File: src/rtl/dram_pkg.sv
package dram_pkg;
  typedef enum logic [2:0] {
    CMD_IDLE,
    CMD_OPEN,
    CMD_CLOSE,
    CMD_READ,
    CMD_WRITE,
    CMD_BAD
  } dram_cmd_e;
endpackage

File: src/rtl/dram_cmd_decode.sv
module dram_cmd_decode
  import dram_pkg::*;
(
  input  logic      ras,
  input  logic      cas,
  input  logic      we,
  input  logic      pre,
  input  logic      row_open,
  output dram_cmd_e cmd,
  output logic      wb_en
);
  // one command per cycle: row strobe, then precharge, then column strobe
  always_comb begin
    if (ras)           cmd = CMD_OPEN;
    else if (pre)      cmd = CMD_CLOSE;
    else if (cas) begin
      if (!row_open)   cmd = CMD_BAD;
      else if (we)     cmd = CMD_WRITE;
      else             cmd = CMD_READ;
    end
    else               cmd = CMD_IDLE;
  end

  // the open row goes back to the array whenever it is being left
  assign wb_en = row_open && (ras || pre);
endmodule

File: src/rtl/dram_array.sv
module dram_array #(
  parameter int ADDR_W = 2,
  parameter int ROW_W  = 32
) (
  input  logic              clk,
  input  logic              wb_en,
  input  logic [ADDR_W-1:0] wb_row,
  input  logic [ROW_W-1:0]  wb_data,
  input  logic [ADDR_W-1:0] rd_row,
  output logic [ROW_W-1:0]  rd_data
);
  localparam int NROWS = 1 << ADDR_W;

  // whole rows per entry: one write and one read per row activation
  logic [ROW_W-1:0] mem [NROWS];

  always_ff @(posedge clk) begin
    if (wb_en) mem[wb_row] <= wb_data;
  end

  assign rd_data = mem[rd_row];
endmodule

File: src/rtl/dram_row_buffer.sv
module dram_row_buffer #(
  parameter int ADDR_W = 2,
  parameter int WORD_W = 8
) (
  input  logic                        clk,
  input  logic                        rst,
  input  logic                        open_cmd,
  input  logic                        close_cmd,
  input  logic                        wr_cmd,
  input  logic [ADDR_W-1:0]           addr,
  input  logic [WORD_W-1:0]           wdata,
  input  logic [(WORD_W<<ADDR_W)-1:0] load_data,
  output logic                        row_open,
  output logic [ADDR_W-1:0]           open_row,
  output logic [(WORD_W<<ADDR_W)-1:0] row_data,
  output logic [WORD_W-1:0]           sel_word
);
  localparam int NCOLS = 1 << ADDR_W;

  logic same_row;
  logic load;

  assign same_row = row_open && (open_row == addr);
  assign load     = open_cmd && !same_row;

  always_ff @(posedge clk) begin
    if (rst) begin
      row_open <= 1'b0;
      open_row <= '0;
    end else if (open_cmd) begin
      row_open <= 1'b1;
      open_row <= addr;
    end else if (close_cmd) begin
      row_open <= 1'b0;
    end
  end

  for (genvar c = 0; c < NCOLS; c++) begin : g_cell
    logic [WORD_W-1:0] cell_q;
    always_ff @(posedge clk) begin
      if (load)
        cell_q <= load_data[c*WORD_W +: WORD_W];
      else if (wr_cmd && (addr == ADDR_W'(c)))
        cell_q <= wdata;
    end
    assign row_data[c*WORD_W +: WORD_W] = cell_q;
  end

  assign sel_word = row_data[addr*WORD_W +: WORD_W];
endmodule

File: src/rtl/dram_col_port.sv
module dram_col_port
  import dram_pkg::*;
#(
  parameter int WORD_W = 8
) (
  input  logic              clk,
  input  logic              rst,
  input  dram_cmd_e         cmd,
  input  logic [WORD_W-1:0] sel_word,
  output logic [WORD_W-1:0] rdata,
  output logic              rvalid,
  output logic              err
);
  always_ff @(posedge clk) begin
    if (rst) begin
      rdata  <= '0;
      rvalid <= 1'b0;
      err    <= 1'b0;
    end else begin
      err <= (cmd == CMD_BAD);
      if (cmd == CMD_READ) begin
        rdata  <= sel_word;
        rvalid <= 1'b1;
      end else if (cmd != CMD_IDLE) begin
        rvalid <= 1'b0;
      end
    end
  end
endmodule

File: src/rtl/dram_page_core.sv
module dram_page_core
  import dram_pkg::*;
#(
  parameter int ADDR_W = 2,
  parameter int WORD_W = 8
) (
  input  logic              clk,
  input  logic              rst,
  input  logic              ras,
  input  logic              cas,
  input  logic              we,
  input  logic              pre,
  input  logic [ADDR_W-1:0] addr,
  input  logic [WORD_W-1:0] wdata,
  output logic [WORD_W-1:0] rdata,
  output logic              rvalid,
  output logic              err,
  output logic              row_open
);
  localparam int ROW_W = WORD_W << ADDR_W;

  dram_cmd_e         cmd;
  logic              wb_en;
  logic [ADDR_W-1:0] open_row;
  logic [ROW_W-1:0]  buf_row;
  logic [ROW_W-1:0]  arr_row;
  logic [WORD_W-1:0] sel_word;

  dram_cmd_decode u_dec (
    .ras      (ras),
    .cas      (cas),
    .we       (we),
    .pre      (pre),
    .row_open (row_open),
    .cmd      (cmd),
    .wb_en    (wb_en)
  );

  dram_array #(.ADDR_W(ADDR_W), .ROW_W(ROW_W)) u_arr (
    .clk     (clk),
    .wb_en   (wb_en),
    .wb_row  (open_row),
    .wb_data (buf_row),
    .rd_row  (addr),
    .rd_data (arr_row)
  );

  dram_row_buffer #(.ADDR_W(ADDR_W), .WORD_W(WORD_W)) u_buf (
    .clk       (clk),
    .rst       (rst),
    .open_cmd  (cmd == CMD_OPEN),
    .close_cmd (cmd == CMD_CLOSE),
    .wr_cmd    (cmd == CMD_WRITE),
    .addr      (addr),
    .wdata     (wdata),
    .load_data (arr_row),
    .row_open  (row_open),
    .open_row  (open_row),
    .row_data  (buf_row),
    .sel_word  (sel_word)
  );

  dram_col_port #(.WORD_W(WORD_W)) u_col (
    .clk      (clk),
    .rst      (rst),
    .cmd      (cmd),
    .sel_word (sel_word),
    .rdata    (rdata),
    .rvalid   (rvalid),
    .err      (err)
  );
endmodule

File: config.mk
export PLATFORM = sky130hd
export DESIGN_NAME = dram_page_core
export DESIGN_NICKNAME = d
export VERILOG_FILES = /design/src/rtl/dram_pkg.sv /design/src/rtl/dram_cmd_decode.sv /design/src/rtl/dram_array.sv /design/src/rtl/dram_row_buffer.sv /design/src/rtl/dram_col_port.sv /design/src/rtl/dram_page_core.sv
export SDC_FILE = /design/constraint.sdc
export NUM_CORES = 1
export LEC_CHECK = 0
export BUFFER_PORTS_ARGS = -buffer_cell sky130_fd_sc_hd__clkbuf_2
export CELL_PAD_IN_SITES_DETAIL_PLACEMENT = 0
export CELL_PAD_IN_SITES_GLOBAL_PLACEMENT = 2
export CORE_ASPECT_RATIO = 2
export CORE_MARGIN = 1.5
export CORE_UTILIZATION = 35
export CTS_CLUSTER_SIZE = 16
export DETAILED_ROUTE_END_ITERATION = 7
export GPL_TIMING_DRIVEN = 0
export PLACE_DENSITY_LB_ADDON = 0.15
export SYNTH_ARGS = -nofsm -noshare
export SYNTH_HDL_FRONTEND = slang
export SYNTH_SLANG_ARGS = --single-unit
File: constraint.sdc
create_clock -name clk -period 6.8 [get_ports clk]
set_clock_uncertainty 0.15 [all_clocks]
set_input_delay 1.02 -clock clk [delete_from_list [all_inputs] [get_ports clk]]
set_output_delay 1.02 -clock clk [all_outputs]
set_load 0.005 [all_outputs]
# Word level (Yosys, flattened, before mapping)
# Memories as Yosys holds them, arrays and structs flattened.
# Cells that the tools add are included.
# W data, S select, Z words.
# word_totals
regBits	45
latchBits	0
ram_bits	128
mem_bits_ro	0
inputBits	16
out_inout_bits	11
n_memories	1
# classes
n_addsub	0
mul	0
div_mod_pow	0
order_cmp	0
n_eq_ne	9
n_shift	1
n_mux	19
bitwise_logic	0
reduce_logical	17
# memory_table
memory	depth	word_bits	rd	rd_ports_with_merged_regs	wr	line_no	rtl
u_arr.mem	4	32	1	0	1	dram_array.sv:15	logic [ROW_W-1:0] mem [NROWS];
# op_table
operator	count
$mux W8	8
$shiftx A32 B6 Y8	1
$mux W3	5
$reduce_bool A2 Y1	6
$logic_and A1 B1 Y1	7
$eq A3 B2 Y1 const B	2
$eq A3 B3 Y1 const B	2
$mux W1	6
$eq A2 B2 Y1 const B	2
$eq A3 B1 Y1 const B	1
$reduce_bool A3 Y1	1
$eq A2 B1 Y1 const B	1
$eq A2 B2 Y1	1
$logic_not A2 Y1	1
$logic_not A1 Y1	1
$logic_or A1 B1 Y1	1

# Logic depth before layout (Yosys ltp)
# Gate-level depths: netlist of run 1.
# logic_depth
depth_word	9
mapped_depth	5
mapped_depth_nobuf	3

# Hierarchy
# From an unflattened synthesis of run 1, not the netlist that was laid out.
# hier_totals
hier_cells	320
area_unflattened_um2	6937.9
# modules_own_cells
module	instances	cells_each	area_per_inst_um2	seq_area_each_um2
dram_array	1	171	4689.5	3843.7
dram_row_buffer	1	97	1732.9	1021.0
dram_col_port	1	41	435.4	200.2
dram_cmd_decode	1	8	57.6	0.0
dram_page_core	1	3	22.5	0.0

# Worst setup path after synthesis of run 1
# Ideal clock, no wire load.
# synth_timing
path_type	input-to-reg
start	input port ras
end	memory u_arr.mem[1][0], enable pin
setup_ns	0.468
arrival_ns	3.693
slack_ns	2.490
path_stages	3
n_path_buf	1
cell_sequence	buf_6 > o21ai_0 > nor3b_1
# synth_between
elab_chain_cells	4
# synth_lines
item	line_no	rtl
from (decl)	dram_page_core.sv:9	input logic ras,
$logic_or A1 B1 Y1	dram_cmd_decode.sv:25	assign wb_en = row_open && (ras || pre);
$logic_and A1 B1 Y1	dram_cmd_decode.sv:25	
$mux W1	dram_array.sv:18	if (wb_en) mem[wb_row] <= wb_data;
$mux W1 (implied by the code)	dram_array.sv:18	
to (decl)	dram_array.sv:15	
# Every way passes these cells.

# Worst setup path in the final report of run 1
# layout_timing
start	input port pre
end	register u_buf.g_cell[3].cell_q[2], enable pin
# layout_between
elab_chain_cells	5
word_cells_on_any_way	7
cone_classes	eq/ne (2); mux (2); reduce/logical (3)
# layout_lines
item	line_no	rtl
from (decl)	dram_page_core.sv:12	input logic pre,
$mux W3 *	dram_cmd_decode.sv:15	else if (pre) cmd = CMD_CLOSE;
$mux W3 *	dram_cmd_decode.sv:14	if (ras) cmd = CMD_OPEN;
$eq A3 B3 Y1 or $eq A3 B1 Y1 (tied branches)	dram_page_core.sv:53, dram_page_core.sv:51	
$logic_and A1 B1 Y1 (on tied branches)	dram_row_buffer.sv:43, dram_row_buffer.sv:24	
$reduce_bool A2 Y1 (no source line) *	--	
to (signal assigned)	dram_row_buffer.sv:42	cell_q <= load_data[c*WORD_W +: WORD_W];
to (signal assigned)	dram_row_buffer.sv:44	cell_q <= wdata;
to (decl)	dram_row_buffer.sv:39	logic [WORD_W-1:0] cell_q;
# Mark *: on every way between the ends. The rest lies on a longest branch, timed or not.
# A chain may end at the register's enable or synchronous reset.

==> results of run 1 <==
## metal layers
| metal | part of all wire (%) | wire length [um] | up-vias | global-route usage [%] |
|---|---|---|---|---|
| met3 | 2.3 | 354 | 22 | 2.68 |
| li1 | - | - | 1425 | - |
| met1 | 39 | 5940 | 1760 | 19.3 |
| met5 | 0 | 0 | - | 0 |
| met2 | 57 | 8720 | 56 | 30.0 |
| met4 | 1.9 | 297 | 0 | 6.84 |
## path summary, 6_finish.rpt
kind | startpoint | to | slack (ps) | depth (start not counted)
hold / removal | u_col.rdata[3]$_SDFFE_PP0P_ | u_col.rdata[3]$_SDFFE_PP0P_ | 330 | 2
setup reg to reg | u_buf.row_open$_SDFFE_PP0P_ | u_arr.mem[0][6]$_DFFE_PP_ | 4170 | 7
hold reg to reg | u_col.rdata[3]$_SDFFE_PP0P_ | u_col.rdata[3]$_SDFFE_PP0P_ | 330 | 2
setup / recovery | pre | u_buf.g_cell[3].cell_q[2]$_DFFE_PP_ | 3880 | 4
## worst reg2reg max path: stages, from the launching register on
cell and delay [ps]:
dfxtp_1 320, buf_2 210, o21ai_0 240, nor3_2 690, buf_6 250, buf_6 160, buf_6 150, buf_6 160
## metrics by stage
| step | cell area, sq um | setup TNS, ps | power [W] | hold WS (ps) |
|---|---|---|---|---|
| 2_1_floorplan | 6790 | 0 | 0.00134 | 320 |
| 3_3_place_gp | 7230 | -10490 | 0.00140 | 319 |
| 3_5_place_dp | 7410 | 0 | 0.00141 | 324 |
| 4_1_cts | 7960 | 0 | 0.00233 | 333 |
| 5_1_grt | 7960 | 0 | 0.00238 | 364 |
| 6_report | 7960 | 0 | 0.00230 | 328 |
## cell usage in the layout, fill, tap and decap left out, drive strengths merged
cell type,netlist,routed
a21oi,9,9
a21o,2,2
nor3,3,3
nor3b,3,3
or3b,1,1
clkinvlp,0,4
clkinv,0,7
nand2,1,1
mux4,40,40
bufinv,0,1
nand2b,2,2
edfxtp,160,160
a31oi,1,1
inv,2,4
o2111a,1,1
o21ai,9,9
nor2,2,2
o21bai,2,2
buf,14,28
nand3,8,8
nor2b,1,1
mux2,32,32
clkbuf,4,45
mux2i,3,3
nor4,1,1
dfxtp,13,13
xnor2,2,2
nand4,1,1
## cells by family after synthesis
kind of cell,after synthesis
buf+inv,20
xor+xnor,2
flops,173
mux,75
compound gates,24
simple gates,23
## layout make-up
class	instances	area [sq um]	area share [%]
plain buffers	18	121	1.52
flip-flops and latches	173	5060	63.6
well taps	255	319	4.01
clock inverters	14	121	1.52
multi-input cells	124	1620	20.3
inverters	2	7.51	0.0943
clock buffers	18	429	5.39
repair buffers	37	282	3.54
## state kept, by name (all words and copies together) (netlist names)
name                 count
u_arr.mem              128
u_buf.g_cell.cell_q     32
u_buf.open_row           2
u_buf.row_open           1
u_col.err                1
u_col.rdata              8
u_col.rvalid             1
## power breakdown
part           leakage (nW)  internal [W]  switching (W)
Sequential             1.58       0.00121      0.0000254
Combinational         0.742     0.0000685      0.0000752
Clock                 0.261      0.000504       0.000413
Total                  2.58       0.00178       0.000514
==> results.ini, run 1 <==
[outcome]
status = complete, no violations

[sta]
grt_setup_unrepaired = false
slew_violations = 0
final.setup.worst_slack_ps = 3880
hold_viol = 0
tightest_slew_ps = 1140
post-route-min-period_ps = 2920
setup_violations = 0
slew_headroom_pct = 24.0
max_freq_mhz = 342
fin_crit_sh_pct = 43.0

[setup_path]
path_delay_family = compound AO/OA/AOI/OAI gates
path_cells = clkbuf_2 > nor3b_2 > nand4_1 > o21bai_1
cp_max_fo = 9
slowest_delay_ps = 920
critPathRequiredTime_ps = 6690
end_kind = flip-flop
path_buf_inv = 1
cp.arrival_ps = 2820
worstSetupPathType = in2reg
critPathSlowestCell = o21bai_1
start_kind = input port

[place]
io_buffers = 23
pre_cts_slack_ps = 3290
dp.cells = 609
gp_congestion = 0.676
dpl.hpwl_um = 10300

[final_layout]
fillCellCount = 1700
final_util_pct = 42.1
antenna_cells = 0
finalNonFillerCells = 641
synthToLayoutAreaGrowth_pct = 17.2
nets = 389
final_layout_size_suffix_gt1_share_pct = 41.2

[power]
power.leakage_nw = 2.58
vdd_ir_drop_max_mv = 0.170
power_density_mw_per_mm2 = 289

[yosys]
synth_top_family_by_area = multiplexers
synth_cell_type_count = 30
synth_compound_area_share_pct = 2.25
synthesis.area_sq_mm = 0.00679
syn_nets = 333
netlist_instances = 317
yosys.area.top_type = edfxtp_1
synth_ff_type = edfxtp_1
muxShareOfSynthArea_pct = 19.1
avgSynthCellArea_sq_um = 21.4
yosysTopAreaCellShare_pct = 70.7
synth.most_common_cell = edfxtp_1
synth_edf_count = 160
ys_ff_latch = 173
yosysSeqAreaShare_pct = 74.6
async_flop_share_pct = 0
synthAdderAreaFrac_pct = 0
synth_area_leaders = edfxtp_1 71%, mux4_2 13%, mux2_2 5.1%
yosys_warnings = 0
synth_xor_area_share_pct = 0.258
yosys.area_share.simple_pct = 1.97
synthTopCellsByCount = 160 x edfxtp_1, 40 x mux4_2, 31 x mux2_2

[global_route]
antenna_found_initial = 0
grt_pass1_wl_um = 22900
track_usage_pct = 16.6
grt_max_degree = 25
overflow = 0
grt_pass1_vias = 3561

[cts]
cts.sinks = 173
post_cts_resized = 0
root_buffer = clkbuf_16
cts_made_buffers = 17
cts_setup_buffers = 0
cts_tree = done
cts_buffer_depth = 2
ctsHoldBuffers = 0
clk_latency_ps = 430
clk_pin_slew_ps = 60
h-tree-depth = 4

[floorplan]
start_util_pct = 35.9
pin_count = 27
placementRows = 71
dieArea_sq_mm = 0.0203
die_x_um = 102
die_y_um = 200
core_sq_mm = 0.0189

[drt]
first_iter_violations = 183
wire_per_inst_um = 23.9
wirelength_um = 15300
first_pass_iters = 5
route.detailed.drc = 0
vias = 3263
ant_nets = 0
vias_per_cell = 5.09

[hold_path]
min_path_type = reg2reg

[flow_run]
maxCapViolCount = 0

Power figures use the tool's default switching activity.
==> run 2, diff against run 1 <==
- clock period: 6.8 -> 2.7 ns (I/O delays scaled with it)
==> results.ini, run 2 (synthesis gave the netlist of run 1 again) <==
[outcome]
status = complete, no violations

[power]
power_density_mw_per_mm2 = 726  ; +150%
finalPower_w = 0.00579  ; +150%
power.leakage_nw = 2.58  ; about the same
vdd_ir_drop_max_mv = 0.429  ; +150%

[final_layout]
top_regs = u_arr.mem x128, u_buf.g_cell.cell_q x32, u_col.rdata x8
largest_reg_flops = 128  ; unchanged
synthToLayoutAreaGrowth_pct = 17.3  ; about the same
final_layout_size_suffix_gt1_share_pct = 41.2  ; unchanged
final_cell_mix = 160 x edfxtp_1, 40 x mux4_2, 31 x mux2_2, 23 x clkbuf_2
fillCellCount = 1699  ; -0.059%
fin_area_sq_mm = 0.00797  ; about the same
regArea_sq_mm = 0.00506  ; unchanged
mostFrequentLayoutCell = edfxtp_1
final_util_pct = 42.1  ; about the same
multi_input_area_sq_mm = 0.00162  ; +0.39%
antenna_cells = 0  ; unchanged
regMostFlops = u_arr.mem
nets = 389  ; unchanged

[cts]
cts_setup_buffers = 0  ; unchanged
cts_buffer_depth = 2  ; unchanged
post_cts_resized = 1  ; +1
cts_tree = done
h-tree-depth = 4  ; unchanged
cts.sinks = 173  ; unchanged
clk_pin_slew_ps = 60  ; about the same
clk_latency_ps = 430  ; about the same
ctsHoldBuffers = 0  ; unchanged
root_buffer = clkbuf_16
cts_made_buffers = 17  ; unchanged

[setup_path]
cp.arrival_ps = 2510  ; -310 ps
path_cells = buf_2 > o21ai_0 > nor3b_2 > buf_6 > buf_6 > buf_6
reg2reg_slack_ps = 180  ; -3990 ps
cp_common_cell = buf_6
path_delay_family = buffers and inverters
r2r-start = u_buf.row_open$_SDFFE_PP0P_
critPathLaunch = u_buf.row_open$_SDFFE_PP0P_
r2r_cells = 6  ; -1
critPathSlowestCell = nor3b_2
critPathRequiredTime_ps = 2690  ; -4000 ps
path_buf_inv = 4  ; +3
slowest_delay_ps = 680  ; -240 ps
end_kind = flip-flop
start_kind = flip-flop
r2r-end = u_arr.mem[1][6]$_DFFE_PP_
worstSetupPathType = reg2reg
endpoint = u_arr.mem[1][6]$_DFFE_PP_
crit_cells = 6  ; +2
cp_max_fo = 9  ; unchanged

[floorplan]
placementRows = 71  ; unchanged
core_sq_mm = 0.0189  ; unchanged
start_util_pct = 35.9  ; unchanged
die_y_um = 200  ; unchanged
die_x_um = 102  ; unchanged
pin_count = 27  ; unchanged
dieArea_sq_mm = 0.0203  ; unchanged

[drt]
first_pass_iters = 4  ; -1
wirelength_um = 15300  ; about the same
wire_per_inst_um = 23.9  ; about the same
vias_per_cell = 5.08  ; -0.21%
ant_nets = 0  ; unchanged
route.detailed.drc = 0  ; unchanged
first_iter_violations = 175  ; -4.4%
vias = 3256  ; -0.21%

[hold_path]
min_path_type = in2reg

[place]
gp_congestion = 0.676  ; unchanged
place_area_sq_mm = 0.00741  ; unchanged
io_buffers = 23  ; unchanged
dpl.hpwl_um = 10300  ; unchanged

[sta]
post-route-min-period_ps = 2520
max_freq_mhz = 397
slew_headroom_pct = 25.8  ; +1.9 points
tns_ps = 0  ; unchanged
fin_crit_sh_pct = 93.2
tightest_slew_ps = 1110  ; -27.7 ps
grt_setup_unrepaired = false
setup_violations = 0  ; unchanged
hold_viol = 0  ; unchanged
slew_violations = 0  ; unchanged

[global_route]
overflow = 0  ; unchanged
grt_max_degree = 25  ; unchanged
grt_pass1_wl_um = 22900  ; unchanged
track_usage_pct = 16.6  ; about the same
antenna_found_initial = 0  ; unchanged
grt_pass1_vias = 3561  ; unchanged

[flow_run]
maxCapViolCount = 0  ; unchanged

## run 2: worst reg2reg max path: stages (launching register included)
cell     delay, ps
dfxtp_1        320
buf_2          210
o21ai_0        280
nor3b_2        680
buf_6          250
buf_6          170
buf_6          170
## run 2: through the flow
step / hold WS, ps / setup slack [ps] / instances
2_1_floorplan: 320 / -1010 / 317
3_3_place_gp: 319 / -3660 / 595
3_5_place_dp: 324 / -198 / 609
4_1_cts: 30.6 / 119 / 641
5_1_grt: 49.0 / 12.0 / 641
6_report: 45.3 / 183 / 641
## run 2: report_power, final
part           total [W]  internal, W  switching, W
sequential       0.00312      0.00305     0.0000645
clock            0.00231      0.00127       0.00104
combinational   0.000362     0.000173      0.000189
total            0.00579      0.00449       0.00129
## run 2: final cells by class
class | instances | share of cell area (%)
flip-flops and latches | 173 | 63.6
multi-input cells | 124 | 20.4
clock buffers | 18 | 5.39
well taps | 255 | 4.01
repair buffers | 37 | 3.53
clock inverters | 14 | 1.52
plain buffers | 18 | 1.52
inverters | 2 | 0.0942
## run 2: how the worst min path moves through the flow
| stage | start | endpoint | cells past startpoint |
|---|---|---|---|
| after floorplan | u_col.rdata[0]$_SDFFE_PP0P_ | u_col.rdata[0]$_SDFFE_PP0P_ | 2 |
| after global placement | u_col.rdata[1]$_SDFFE_PP0P_ | u_col.rdata[1]$_SDFFE_PP0P_ | 2 |
| after detailed placement | u_col.rdata[3]$_SDFFE_PP0P_ | u_col.rdata[3]$_SDFFE_PP0P_ | 2 |
| after CTS | ras | u_col.rvalid$_SDFFE_PP0P_ | 2 |
| after global routing | rst | u_buf.row_open$_SDFFE_PP0P_ | 2 |
| final | ras | u_col.rvalid$_SDFFE_PP0P_ | 2 |
## run 2: metal layers
| layer | GRT usage, % | share of wire (%) |
|---|---|---|
| met2 | 30.0 | 57 |
| met5 | 0 | 0 |
| met1 | 19.3 | 39 |
| met4 | 6.84 | 2.0 |
| met3 | 2.68 | 1.9 |
==> run 3, diff against run 2 <==
--- a/constraint.sdc
+++ b/constraint.sdc
@@ -4,2 +4,2 @@
 set_output_delay 0.405 -clock clk [all_outputs]
-set_load 0.005 [all_outputs]
+set_load 0.05 [all_outputs]
==> results.ini, run 3 (synthesis gave the netlist of run 1 again) <==
[setup_path]
r2r_cells = 5  ; -1
end_kind = flip-flop
worstSetupPathType = in2reg
critPathRequiredTime_ps = 2590  ; -100 ps
reg2reg_slack_ps = 130  ; -50 ps
r2r-end = u_arr.mem[1][27]$_DFFE_PP_
r2r-start = u_buf.row_open$_SDFFE_PP0P_
cp.arrival_ps = 2460  ; -50 ps
cp_max_fo = 9  ; unchanged
start_kind = input port

[final_layout]
largest_reg_flops = 128  ; unchanged
nets = 382  ; -1.8%
final_cell_mix = 160 x edfxtp_1, 40 x mux4_2, 31 x mux2_2, 23 x clkbuf_2, 17 x clkbuf_16
antenna_cells = 0  ; unchanged
mostFrequentLayoutCell = edfxtp_1
final_layout_size_suffix_gt1_share_pct = 40.6  ; -0.56 points
top_regs = u_arr.mem x128, u_buf.g_cell.cell_q x32, u_col.rdata x8
regMostFlops = u_arr.mem
finalNonFillerCells = 634  ; -1.1%
synthToLayoutAreaGrowth_pct = 18.1

[drt]
vias = 3290  ; +1.0%
ant_nets = 0  ; unchanged
route.detailed.drc = 0  ; unchanged
wirelength_um = 15800  ; +3.5%
wire_per_inst_um = 25.0  ; +4.6%
first_pass_iters = 4  ; unchanged
first_iter_violations = 213  ; +22%
vias_per_cell = 5.19  ; +2.2%

[sta]
grt_setup_unrepaired = false
setup_violations = 0  ; unchanged
fin_crit_sh_pct = 95.4  ; +2.2 points
max_freq_mhz = 388  ; -2.3%
slew_violations = 0  ; unchanged
slew_headroom_pct = 8.21  ; -18 points
tightest_slew_ps = 1370  ; +263 ps
post-route-min-period_ps = 2580  ; +59.4 ps
hold_viol = 0  ; unchanged
worst_hold_slack_ps = 42.9  ; -2.39 ps

[cts]
cts_tree = done
ctsHoldBuffers = 0  ; unchanged
cts_setup_buffers = 0  ; unchanged
clk_pin_slew_ps = 70  ; about the same
cts.sinks = 173  ; unchanged
h-tree-depth = 4  ; unchanged
post_cts_resized = 0  ; -1
root_buffer = clkbuf_16
cts_made_buffers = 17  ; unchanged
cts_buffer_depth = 2  ; unchanged
clk_latency_ps = 430  ; about the same

[floorplan]
core_sq_mm = 0.0189  ; unchanged
pin_count = 27  ; unchanged
die_y_um = 200  ; unchanged
dieArea_sq_mm = 0.0203  ; unchanged
start_util_pct = 35.9  ; unchanged
placementRows = 71  ; unchanged
die_x_um = 102  ; unchanged

[global_route]
overflow = 0  ; unchanged
grt_pass1_vias = 3499  ; -1.7%
antenna_found_initial = 0  ; unchanged
grt_max_degree = 24  ; -4.0%
grt_pass1_wl_um = 23400  ; +2.1%
track_usage_pct = 17.0  ; +0.41 points

[power]
vdd_ir_drop_max_mv = 0.333  ; -22%
power_density_mw_per_mm2 = 740  ; +1.8%
power.leakage_nw = 2.59  ; +0.32%
finalPower_w = 0.00593  ; +2.5%

[place]
io_buffers = 23  ; unchanged
gp_congestion = 0.664  ; -1.7%
dpl.hpwl_um = 9980  ; -3.1%
dp.cells = 602  ; -1.1%

[hold_path]
holdPathEnd = u_col.rvalid$_SDFFE_PP0P_
min_path_type = in2reg
holdCritStartpoint = ras
min_path_cells = 2  ; unchanged

[outcome]
status = complete, no violations

[flow_run]
maxCapViolCount = 0  ; unchanged

[run 3: how the worst max path moves through the flow]
stage                                                      to                   startpoint  slack [ps]  cells past startpoint
after floorplan                     u_arr.mem[1][0]$_DFFE_PP_  u_buf.row_open$_SDFFE_PP0P_        -330                      3
after global placement             u_arr.mem[1][22]$_DFFE_PP_                          pre       -1440                      3
after detailed placement  u_buf.g_cell[3].cell_q[2]$_DFFE_PP_                          pre        -390                      4
after CTS                          u_arr.mem[1][22]$_DFFE_PP_  u_buf.row_open$_SDFFE_PP0P_          70                      5
after global routing               u_arr.mem[1][22]$_DFFE_PP_  u_buf.row_open$_SDFFE_PP0P_           3                      5
final                     u_buf.g_cell[3].cell_q[6]$_DFFE_PP_                          pre         120                      4
[run 3: worst max-delay path, stage by stage]
cell and delay [ps]:
clkbuf_2 130, nor3b_2 580, nand4_1 240, o21bai_1 1100
[run 3: power by group]
part           switching [W]  total (W)  internal (W)
combinational       0.000204   0.000378      0.000175
clock                0.00112    0.00244       0.00131
sequential         0.0000663    0.00312       0.00305
total                0.00139    0.00593       0.00454
[run 3: area by class of cell]
type	instances	area (sq um)
buffer	18	121
clock buffer	18	429
clock inverter	14	153
fill	1671	10900
inverter	2	7.51
multi-input combinational	124	1640
sequential	173	5060
tap	255	319
timing repair buffer	30	288
[run 3: per-layer routing]
layer	track usage [%]	routed length (um)	share of wire, %	up-vias
met2	30.2	8760	55	67
met5	0	0	0	-
met3	3.31	456	2.9	10
met4	5.56	204	1.3	0
met1	20.6	6410	41	1800
li1	-	-	-	1413
[run 3: metrics by stage]
stage | utilization (%) | setup slack (ps) | cell area, sq um | setup TNS (ps)
4_1_cts | 42.4 | 68.6 | 8020 | 0
2_1_floorplan | - | -328 | 6810 | -28350
6_report | 42.4 | 124 | 8020 | 0
3_3_place_gp | 38.3 | -1440 | 7240 | -142930
5_1_grt | 42.4 | 3.04 | 8020 | 0
3_5_place_dp | 39.3 | -390 | 7440 | -3120
